$ cat src/rtl/swpf_pkg.sv
package swpf_pkg;

    typedef enum logic [1:0] {
        XK_HIT   = 2'd0,
        XK_MISS  = 2'd1,
        XK_FAULT = 2'd2
    } xlat_kind_e;

    typedef enum logic [1:0] {
        SL_FREE = 2'd0,
        SL_XLAT = 2'd1,
        SL_FIN  = 2'd2,
        SL_EXC  = 2'd3
    } slot_state_e;

    // Types 2 (uncacheable) and 3 (write-combining) must not be filled.
    function automatic logic mt_uncached(input logic [1:0] mt);
        return mt[1];
    endfunction

endpackage

$ cat src/rtl/swpf_pick.sv
module swpf_pick #(
    parameter int N = 4,
    localparam int IW = (N > 1) ? $clog2(N) : 1
) (
    input  logic [N-1:0]  req_i,
    output logic [N-1:0]  gnt_o,
    output logic [IW-1:0] idx_o,
    output logic          any_o
);
    always_comb begin
        gnt_o = '0;
        idx_o = '0;
        any_o = 1'b0;
        for (int i = N - 1; i >= 0; i--) begin
            if (req_i[i]) begin
                gnt_o = '0;
                gnt_o[i] = 1'b1;
                idx_o = IW'(i);
                any_o = 1'b1;
            end
        end
    end
endmodule

$ cat src/rtl/swpf_satcnt.sv
module swpf_satcnt #(
    parameter int W = 16
) (
    input  logic         clk,
    input  logic         rst_n,
    input  logic         inc_i,
    output logic [W-1:0] cnt_o
);
    logic [W-1:0] cnt_d, cnt_q;

    always_comb begin
        cnt_d = cnt_q;
        if (inc_i && (cnt_q != '1)) cnt_d = cnt_q + 1'b1;
    end

    always_ff @(posedge clk) begin
        if (!rst_n) cnt_q <= '0;
        else        cnt_q <= cnt_d;
    end

    assign cnt_o = cnt_q;
endmodule

$ cat src/rtl/swpf_slot.sv
module swpf_slot
    import swpf_pkg::*;
#(
    parameter int ID_W   = 6,
    parameter int LINE_W = 42,
    parameter int PAGE_W = 36
) (
    input  logic              clk,
    input  logic              rst_n,
    input  logic              alloc_i,
    input  logic [ID_W-1:0]   alloc_id_i,
    input  logic [LINE_W-1:0] alloc_line_i,
    input  logic              alloc_wr_i,
    input  logic              alloc_lock_i,
    input  logic              resp_i,
    input  logic [1:0]        resp_kind_i,
    input  logic [1:0]        resp_mt_i,
    input  logic              st_valid_i,
    input  logic [PAGE_W-1:0] st_page_i,
    input  logic              grant_i,
    output logic              free_o,
    output logic              eligible_o,
    output logic [ID_W-1:0]   id_o,
    output logic [LINE_W-1:0] line_o,
    output logic              wr_o,
    output logic              exc_o,
    output logic              fault_o,
    output logic              unc_o
);
    localparam int PG_LO = LINE_W - PAGE_W;

    typedef struct packed {
        slot_state_e       st;
        logic [ID_W-1:0]   id;
        logic [LINE_W-1:0] line;
        logic              wr;
        logic              fault;
        logic              unc;
    } slot_rec_t;

    slot_rec_t slot_d, slot_q;
    logic      page_hit;

    always_comb begin
        slot_d = slot_q;
        unique case (slot_q.st)
            SL_FREE: begin
                if (alloc_i) begin
                    slot_d.id    = alloc_id_i;
                    slot_d.line  = alloc_line_i;
                    slot_d.wr    = alloc_wr_i;
                    slot_d.fault = 1'b0;
                    slot_d.unc   = 1'b0;
                    slot_d.st    = alloc_lock_i ? SL_EXC : SL_XLAT;
                end
            end
            SL_XLAT: begin
                if (resp_i) begin
                    if (resp_kind_i == XK_FAULT) begin
                        slot_d.fault = 1'b1;
                        slot_d.st    = SL_FIN;
                    end else if (resp_kind_i == XK_HIT) begin
                        slot_d.unc = mt_uncached(resp_mt_i);
                        slot_d.st  = SL_FIN;
                    end
                end
            end
            default: begin
                if (grant_i) slot_d.st = SL_FREE;
            end
        endcase
    end

    always_ff @(posedge clk) begin
        if (!rst_n) slot_q <= '0;
        else        slot_q <= slot_d;
    end

    assign page_hit   = st_valid_i && (slot_q.line[LINE_W-1:PG_LO] == st_page_i);
    assign free_o     = (slot_q.st == SL_FREE);
    assign exc_o      = (slot_q.st == SL_EXC);
    assign eligible_o = exc_o ||
                        ((slot_q.st == SL_FIN) && (slot_q.fault || !page_hit));
    assign id_o       = slot_q.id;
    assign line_o     = slot_q.line;
    assign wr_o       = slot_q.wr;
    assign fault_o    = slot_q.fault;
    assign unc_o      = slot_q.unc;
endmodule

$ cat src/rtl/swpf_ctrl.sv
module swpf_ctrl #(
    parameter int VA_W      = 48,
    parameter int LINE_OFF  = 6,
    parameter int PAGE_OFF  = 12,
    parameter int NUM_SLOTS = 4,
    parameter int ID_W      = 6,
    parameter int CNT_W     = 16,
    localparam int SLOT_W = (NUM_SLOTS > 1) ? $clog2(NUM_SLOTS) : 1,
    localparam int LINE_W = VA_W - LINE_OFF,
    localparam int PAGE_W = VA_W - PAGE_OFF
) (
    input  logic              clk,
    input  logic              rst_n,
    input  logic              req_valid,
    output logic              req_ready,
    input  logic [ID_W-1:0]   req_id,
    input  logic [VA_W-1:0]   req_vaddr,
    input  logic              req_write,
    input  logic              req_lock,
    output logic              tlb_req_valid,
    output logic [SLOT_W-1:0] tlb_req_tag,
    output logic [VA_W-1:0]   tlb_req_vaddr,
    input  logic              tlb_resp_valid,
    input  logic [SLOT_W-1:0] tlb_resp_tag,
    input  logic [1:0]        tlb_resp_kind,
    input  logic [1:0]        tlb_resp_mt,
    input  logic              fb_avail,
    input  logic              st_valid,
    input  logic [PAGE_W-1:0] st_page,
    output logic              cmpl_valid,
    output logic [ID_W-1:0]   cmpl_id,
    output logic              cmpl_excp,
    output logic              fill_valid,
    output logic [LINE_W-1:0] fill_line,
    output logic              fill_write,
    output logic [CNT_W-1:0]  drop_cnt,
    output logic [CNT_W-1:0]  fault_cnt
);
    typedef struct packed {
        logic              cmpl_v;
        logic [ID_W-1:0]   cmpl_id;
        logic              excp;
        logic              fill_v;
        logic [LINE_W-1:0] line;
        logic              wr;
    } out_rec_t;

    out_rec_t out_d, out_q;

    logic [NUM_SLOTS-1:0] s_free, s_elig, s_exc, s_fault, s_unc, s_wr;
    logic [NUM_SLOTS-1:0] free_gnt, fin_gnt;
    logic [ID_W-1:0]      s_id   [NUM_SLOTS];
    logic [LINE_W-1:0]    s_line [NUM_SLOTS];
    logic [SLOT_W-1:0]    free_idx, fin_idx;
    logic                 any_free, fin_any, accept;
    logic                 drop_inc, fault_inc;

    swpf_pick #(.N(NUM_SLOTS)) u_alloc_pick (
        .req_i(s_free), .gnt_o(free_gnt), .idx_o(free_idx), .any_o(any_free)
    );

    swpf_pick #(.N(NUM_SLOTS)) u_fin_pick (
        .req_i(s_elig), .gnt_o(fin_gnt), .idx_o(fin_idx), .any_o(fin_any)
    );

    assign req_ready     = any_free;
    assign accept        = req_valid && any_free;
    assign tlb_req_valid = accept && !req_lock;
    assign tlb_req_tag   = free_idx;
    assign tlb_req_vaddr = req_vaddr;

    for (genvar i = 0; i < NUM_SLOTS; i++) begin : g_slot
        swpf_slot #(.ID_W(ID_W), .LINE_W(LINE_W), .PAGE_W(PAGE_W)) u_slot (
            .clk          (clk),
            .rst_n        (rst_n),
            .alloc_i      (accept && free_gnt[i]),
            .alloc_id_i   (req_id),
            .alloc_line_i (req_vaddr[VA_W-1:LINE_OFF]),
            .alloc_wr_i   (req_write),
            .alloc_lock_i (req_lock),
            .resp_i       (tlb_resp_valid && (tlb_resp_tag == SLOT_W'(i))),
            .resp_kind_i  (tlb_resp_kind),
            .resp_mt_i    (tlb_resp_mt),
            .st_valid_i   (st_valid),
            .st_page_i    (st_page),
            .grant_i      (fin_gnt[i]),
            .free_o       (s_free[i]),
            .eligible_o   (s_elig[i]),
            .id_o         (s_id[i]),
            .line_o       (s_line[i]),
            .wr_o         (s_wr[i]),
            .exc_o        (s_exc[i]),
            .fault_o      (s_fault[i]),
            .unc_o        (s_unc[i])
        );
    end

    always_comb begin
        out_d     = '0;
        drop_inc  = 1'b0;
        fault_inc = 1'b0;
        if (fin_any) begin
            out_d.cmpl_v  = 1'b1;
            out_d.cmpl_id = s_id[fin_idx];
            out_d.excp    = s_exc[fin_idx];
            out_d.line    = s_line[fin_idx];
            out_d.wr      = s_wr[fin_idx];
            fault_inc     = s_fault[fin_idx];
            if (!s_exc[fin_idx] && !s_fault[fin_idx] && !s_unc[fin_idx]) begin
                if (fb_avail) out_d.fill_v = 1'b1;
                else          drop_inc     = 1'b1;
            end
        end
    end

    always_ff @(posedge clk) begin
        if (!rst_n) out_q <= '0;
        else        out_q <= out_d;
    end

    swpf_satcnt #(.W(CNT_W)) u_drop_cnt (
        .clk(clk), .rst_n(rst_n), .inc_i(drop_inc), .cnt_o(drop_cnt)
    );

    swpf_satcnt #(.W(CNT_W)) u_fault_cnt (
        .clk(clk), .rst_n(rst_n), .inc_i(fault_inc), .cnt_o(fault_cnt)
    );

    assign cmpl_valid = out_q.cmpl_v;
    assign cmpl_id    = out_q.cmpl_id;
    assign cmpl_excp  = out_q.excp;
    assign fill_valid = out_q.fill_v;
    assign fill_line  = out_q.line;
    assign fill_write = out_q.wr;
endmodule

$ cat config.mk
export PLATFORM = sky130hd
export DESIGN_NAME = swpf_ctrl
export DESIGN_NICKNAME = d
export VERILOG_FILES = /design/src/rtl/swpf_pkg.sv /design/src/rtl/swpf_pick.sv /design/src/rtl/swpf_satcnt.sv /design/src/rtl/swpf_slot.sv /design/src/rtl/swpf_ctrl.sv
export SDC_FILE = /design/constraint.sdc
export NUM_CORES = 1
export LEC_CHECK = 0
export ABC_AREA = 0
export BUFFER_PORTS_ARGS = -buffer_cell sky130_fd_sc_hd__buf_2
export CAP_MARGIN = 5
export CORE_MARGIN = 10
export CORE_UTILIZATION = 35
export CTS_BUF_LIST = sky130_fd_sc_hd__clkbuf_4 sky130_fd_sc_hd__clkbuf_8 sky130_fd_sc_hd__clkbuf_16
export DETAILED_ROUTE_END_ITERATION = 8
export GPL_ROUTABILITY_DRIVEN = 0
export SLEW_MARGIN = 20
export SYNTH_ARGS = -nofsm -noshare
export SYNTH_HDL_FRONTEND = slang
export SYNTH_SLANG_ARGS = --single-unit
$ cat constraint.sdc
create_clock -name clk -period 4.4 [get_ports clk]
set_input_delay 0.88 -clock clk [delete_from_list [all_inputs] [get_ports clk]]
set_output_delay 0.88 -clock clk [all_outputs]
set_load 0.005 [all_outputs]
==> impl_metrics.yaml, run 1 <==
layout:
  final_core_util_pct: 42.3
  regArea_um2: 5930
  nets: 1984
  final_layout_size_suffix_gt1_share_pct: 21.1
  multi_input_area_um2: 7360
  n_fill_cell: 4032
  area_growth_pct: 19.3
  fin_area_um2: 16800
power:
  ir_worst_vdd_mv: 0.299
  p_sw_w: 0.00203
  intPower_w: 0.00502
  power.leakage_nw: 7.07
  p_per_area_nw_per_um2: 419
  clockPowerShare_pct: 42.4
  swShare_pct: 28.8
  seqPwrFrac_pct: 41.6
  power_frac_comb_pct: 16.0
global_routing:
  grt_max_degree: 119
  grt_use_total_pct: 19.4
  grt_pass1_vias: 12300
  antenna_found_initial: 8
  grt_first_pass_wirelength_um: 73200
  gr-total-overflow: 0
die:
  io_pins: 240
  rows: 73
  die_y_um: 221
  dieWidth_um: 221
  die-area_um2: 48700
  coreArea_um2: 39700
  start_util_pct: 35.4
synth:
  yosys_most_used_dff: "dfxtp_1"
  yosysWarnings: 0
  syn_area_per_cell_um2: 8.16
  synth_top_cell_area_share_pct: 42.1
  synthTopCellsByArea: "dfxtp_1 42%, nand2_1 11%, xor2_1 8.4%"
  synth_seq_cells: 296
  synth-edff-count: 0
  seq_area_frac_synth_pct: 42.1
  synth_largest_area_cell: "dfxtp_1"
  syn_area_um2: 14100
  synth_cell_type_count: 58
  syn-num-nets: 1832
  syn_inst: 1726
  async_flop_share_pct: 0
drt:
  drc: 0
  drt.antenna.violating_nets: 0
  dr.first_iter.drc_count: 1147
  viasPerCell: 5.27
  wl_um: 49100
  via_count: 12800
  wl_per_cell_um: 20.2
  drt_first_pass_iters: 5
clocking:
  post-cts-setup-buffers: 0
  holdBufCountCts: 0
  cts.sinks: 296
  cts_max_path_buffers: 3
  cts_tree: "built"
  clockRootBuffer: "clkbuf_16"
  clk_pin_slew_ns: 0.06
  cts_resized: 0
  h-tree-depth: 2
  cts_buffers: 37
  insertion_delay_ns: 0.55
sta:
  finalHoldViolCount: 0
  setup_violations: 0
  rsz0062_at_grt: "no"
  slew_viol_final: 0
  fin_setup_tns_ns: 0
  fin_crit_sh_pct: 86.2
  relSlewSlack_pct: 32.5
  tightest_slew_ns: 1.01
  hold-worst-slack_ns: 0.451
  min_period_ns: 3.79
  fin_ws_ns: 0.607
  skew_ns: 0.0182
  max_freq_ghz: 0.264
job:
  cap_violations: 0
setup_path:
  critPathCaptureType: "flop"
  path_max_fanout: 14
  worstPathRequired_ns: 4.86
  critPathLaunchType: "primary input"
  worst_ep_arrival_time_ns: 4.25
  worstSetupPathType: "primary input to flop"
status:
  status: "complete, no violations"
place:
  place_ws_ns: 0.140
  place_hpwl_um: 33800
  placed_area_um2: 15600
  portBuffers: 226
worst_hold_path:
  hold_class: "flop to flop"
path summary, 6_finish.rpt:
kind	start	to	slack (ns)	cells past startpoint
max	st_page[4]	u_drop_cnt.cnt_o[4]	0.61	11
min	g_slot[2].u_slot.line_o[3]	g_slot[2].u_slot.line_o[3]	0.45	2
min reg2reg	g_slot[2].u_slot.line_o[3]	g_slot[2].u_slot.line_o[3]	0.45	2
max reg2reg	g_slot[3].u_slot.line_o[10]	u_drop_cnt.cnt_o[4]	0.74	10
area by class of cell:
cell class	count	area share, %
antenna	7	0.104
clock buffer	56	6.62
clock inverter	8	0.462
tap	525	3.91
multi-input combinational	1260	43.8
timing repair buffer	272	9.53
sequential	296	35.3
inverter	11	0.276
kinds of logic (layout without fill, tap and decap cells):
logic type / Yosys count / after routing / share of synthesized area, %
flops: 296 / 296 / 42.1
compound gates: 354 / 354 / 14.8
xor+xnor: 145 / 145 / 9.02
buf+inv: 170 / 347 / 5.94
other cells: 0 / 7 / 0
simple gates: 655 / 655 / 20.1
fa+ha+maj: 2 / 2 / 0.178
mux: 104 / 104 / 7.83
sequential cells by signal, indices dropped and copies added (netlist names), 6 cells and up:
signal,count
g_slot.u_slot.line_o,168
fill_line,42
g_slot.u_slot.id_o,24
u_drop_cnt.cnt_o,16
u_fault_cnt.cnt_o,16
g_slot.u_slot.slot_q,8
cmpl_id,6
power groups by stage:
stage	Sequential (W)	Combinational (W)	Clock [W]
after global routing	0.00295	0.00122	0.00317
after global placement	0.00298	0.00111	0
final	0.00293	0.00113	0.00299
after floorplan	0.00296	0.000670	0
after CTS	0.00293	0.00113	0.00305
after detailed placement	0.00299	0.00112	0
Yosys cell counts (all sizes together) (11+ instances only):
cell      n
mux2i    55
nand4    16
xor2    135
a211oi   51
nand3    18
nand2   430
inv      11
dfxtp   296
o21ai    17
nor4     37
or4      15
mux2     49
nor2     80
clkbuf   96
o31ai    15
nor3     14
buf      63
a21oi   235
placed cells by master, fill, tap and decap left out, drive strengths merged, types with 3 or more instances in the layout:
cell type,n
a211oi,51
a21oi,235
a31oi,3
a32oi,4
and3,10
buf,272
clkbuf,56
clkinv,3
dfxtp,296
diode,7
inv,13
mux2,49
mux2i,55
nand2,430
nand2b,5
nand3,18
nand4,16
nand4b,3
nor2,80
nor3,14
nor3b,3
nor4,37
nor4b,3
o211ai,4
o21ai,17
o31ai,15
o41a,4
o41ai,3
or3,10
or4,15
xnor2,10
xor2,135
per-stage QoR:
step                      total power, W  std cells
after floorplan                  0.00363       1726
after global placement           0.00409       2364
after detailed placement         0.00411       2364
after CTS                        0.00711       2428
after global routing             0.00734       2431
final                            0.00705       2435
per-layer routing:
layer  share of wire (%)  global-route usage, %
met1                  42                   24.8
met2                  47                   31.6
met3                 8.3                   4.27
met4                 2.9                   7.32
met5               0.029                      0
worst max-delay path, cell delays in order:
cell and delay, ns:
buf_2 0.14, xor2_1 0.20, nor4_1 0.53, buf_4 0.21, nand4_1 0.12, o41a_1 0.47
a32oi_1 0.28, mux2i_1 0.15, or4_4 0.63, or4_1 0.49, a21oi_1 0.15
(Power assumes the default switching activity.)
==> run 2, diff against run 1 <==
--- a/config.mk
+++ b/config.mk
@@ -5,9 +5,10 @@
 export SDC_FILE = /design/constraint.sdc
 export NUM_CORES = 1
 export LEC_CHECK = 0
-export ABC_AREA = 0
+export ABC_AREA = 1
 export BUFFER_PORTS_ARGS = -buffer_cell sky130_fd_sc_hd__buf_2
 export CAP_MARGIN = 5
+export CORE_ASPECT_RATIO = 1.4
 export CORE_MARGIN = 10
 export CORE_UTILIZATION = 35
 export CTS_BUF_LIST = sky130_fd_sc_hd__clkbuf_4 sky130_fd_sc_hd__clkbuf_8 sky130_fd_sc_hd__clkbuf_16
==> run 2 against run 1 <==
Critical path depth increased by 4; final area rose by 1.6%; highest routed layer unchanged; global-route usage down 1.9 points; largest cell class unchanged; sequential power grew 4%; total power grew 0.52%.
==> impl_metrics.yaml, run 2 <==
status:
  status: "complete, no violations"
global_routing:
  grt_pass1_vias: 13400
  grt_max_degree: 171
  grt_use_total_pct: 17.5
  gr-total-overflow: 0
  grt_first_pass_wirelength_um: 73700
  antenna_found_initial: 14
clocking:
  insertion_delay_ns: 0.60
  cts.sinks: 296
  cts_buffers: 31
  cts_tree: "built"
  h-tree-depth: 1
  clockRootBuffer: "clkbuf_16"
  post-cts-setup-buffers: 0
  cts_resized: 0
  clk_pin_slew_ns: 0.06
  cts_max_path_buffers: 3
  holdBufCountCts: 0
job:
  cap_violations: 0
synth:
  syn_area_per_cell_um2: 6.85
  synthTopCellsByArea: "dfxtp_1 40%, nand2_1 13%, a21oi_1 8.5%"
  synth_cell_type_count: 37
  synth_largest_area_cell: "dfxtp_1"
  synth_compound_area_share_pct: 20.6
  synthXorXnorAreaFrac_pct: 4.85
  syn-num-nets: 2270
  synth_seq_cells: 296
  yosysMostFrequentCell: "nand2_1"
  synth_top_family_by_area: "simple AND/OR/NAND/NOR gates"
  synth-edff-count: 0
  syn_inst: 2164
  yosys_most_used_dff: "dfxtp_1"
  async_flop_share_pct: 0
  synthSimpleGateAreaFrac_pct: 22.7
  synthAdderAreaFrac_pct: 0.169
  syn_area_um2: 14800
  synth.area.mux_share_pct: 0
  seq_area_frac_synth_pct: 40.0
  synth_commonest_cells: "524 x nand2_1, 296 x dfxtp_1, 253 x a21oi_1, 207 x nor2_1, 200 x inv_1"
  yosysWarnings: 0
  synth_top_cell_area_share_pct: 40.0
setup_path:
  worstPathRequired_ns: 4.87
  critPathCaptureType: "flop"
  path_max_fanout: 80
  worstSetupPathType: "primary input to flop"
  worst_ep_arrival_time_ns: 3.73
  critPathLaunchType: "primary input"
die:
  die-area_um2: 51100
  die_y_um: 263
  rows: 89
  io_pins: 240
  start_util_pct: 35.3
  coreArea_um2: 42000
  dieWidth_um: 194
drt:
  viasPerCell: 4.98
  drt.antenna.violating_nets: 0
  dr.first_iter.drc_count: 826
  drc: 0
  wl_per_cell_um: 16.7
  wl_um: 47600
  drt_first_pass_iters: 5
  via_count: 14200
layout:
  final_common_cell: "nand2_1"
  final_cells: 2856
  area_growth_pct: 15.3
  fin_area_um2: 17100
  final_layout_size_suffix_gt1_share_pct: 15.6
  largest_reg_flops: 168
  mostFrequentLayoutCells: "523 x nand2_1, 296 x dfxtp_1, 253 x a21oi_1"
  nets: 2388
  n_fill_cell: 4354
  multi_input_area_um2: 7190
  regArea_um2: 5930
sta:
  relSlewSlack_pct: 39.5
  setup_violations: 0
  fin_setup_tns_ns: 0
  rsz0062_at_grt: "no"
  slew_viol_final: 0
  min_period_ns: 3.26
  finalHoldViolCount: 0
  skew_ns: 0.0414
  fin_crit_sh_pct: 74.1
  max_freq_ghz: 0.307
  tightest_slew_ns: 0.907
power:
  power.leakage_nw: 7.12
  ir_worst_vdd_mv: 0.295
  p_per_area_nw_per_um2: 415
  power.total_w: 0.00709
place:
  portBuffers: 226
  place_hpwl_um: 32200
  place_inst: 2795
  placed_area_um2: 16000
worst_hold_path:
  hold_class: "flop to flop"
-- run 2: changes by cell type after synthesis, moves of 55 or more --
cell      change
mux2i_1      -55
o211ai_1     +98
inv_1       +189
nand2_1      +94
nor2_1      +127
xor2_1       -88
o21ai_0     +174
-- run 2: where the power goes --
part / switching (W) / internal [W] / total (W)
logic: 0.000886 / 0.000448 / 0.00133
clock network: 0.00114 / 0.00156 / 0.00271
registers: 0.000135 / 0.00291 / 0.00304
-- run 2: logic make-up (layout without fill, tap and decap cells) --
group / after synthesis / after routing
AOI/OAI and AO/OA: 555 / 555
xor gates and xnor gates: 82 / 82
adders and majority gates: 2 / 2
buffers and inverters: 397 / 535
DFF: 296 / 296
other: 0 / 8
and+or+nand+nor: 832 / 832
-- run 2: area by class of cell --
| cell class | instances | share of cell area, % |
|---|---|---|
| diodes | 8 | 0.117 |
| inverters | 235 | 5.17 |
| clock buffers | 42 | 5.36 |
| well taps | 546 | 4.00 |
| clock inverters | 11 | 0.725 |
| multi-input cells | 1471 | 42.1 |
| repair buffers | 247 | 7.78 |
| flip-flops and latches | 296 | 34.7 |
-- run 2: worst max-delay path: stages --
cell	delay, ns
buf_2	0.14
inv_1	0.07
nand2_1	0.05
nand2_1	0.05
nand2_1	0.06
nor2_1	0.20
nand2_1	0.08
nor2_1	0.30
nand3_1	0.22
nand2_4	0.16
nand3_2	0.13
nand2_4	0.15
buf_4	0.72
o211ai_1	0.16
a21oi_1	0.29
-- run 2: through the flow --
step           setup WS (ns)  hold WS [ns]  util [%]
2_1_floorplan           1.58         0.430         -
3_3_place_gp           0.550         0.439      38.1
3_5_place_dp           0.553         0.444      38.1
4_1_cts                 1.14         0.454      40.6
5_1_grt                0.882         0.471      40.7
6_report                1.14         0.451      40.7
-- run 2: per-layer routing --
metal  GRT usage (%)  share of wire, %  up-vias
met5               0              0.20        -
met4            5.86               2.2       14
met3            3.23               5.6       70
met2            30.3                49      378
met1            21.3                43     6545
li1                -                 -     7209
-- run 2: worst paths after layout --
kind | from | slack (ns) | to | cells past startpoint
worst max-delay path | st_page[19] | 1.14 | fill_line[1] | 15
worst min-delay path | g_slot[1].u_slot.line_o[1] | 0.45 | g_slot[1].u_slot.line_o[1] | 2
worst max register to register | g_slot[0].u_slot.line_o[10] | 1.25 | fill_line[1] | 13
worst min register to register | g_slot[1].u_slot.line_o[1] | 0.45 | g_slot[1].u_slot.line_o[1] | 2
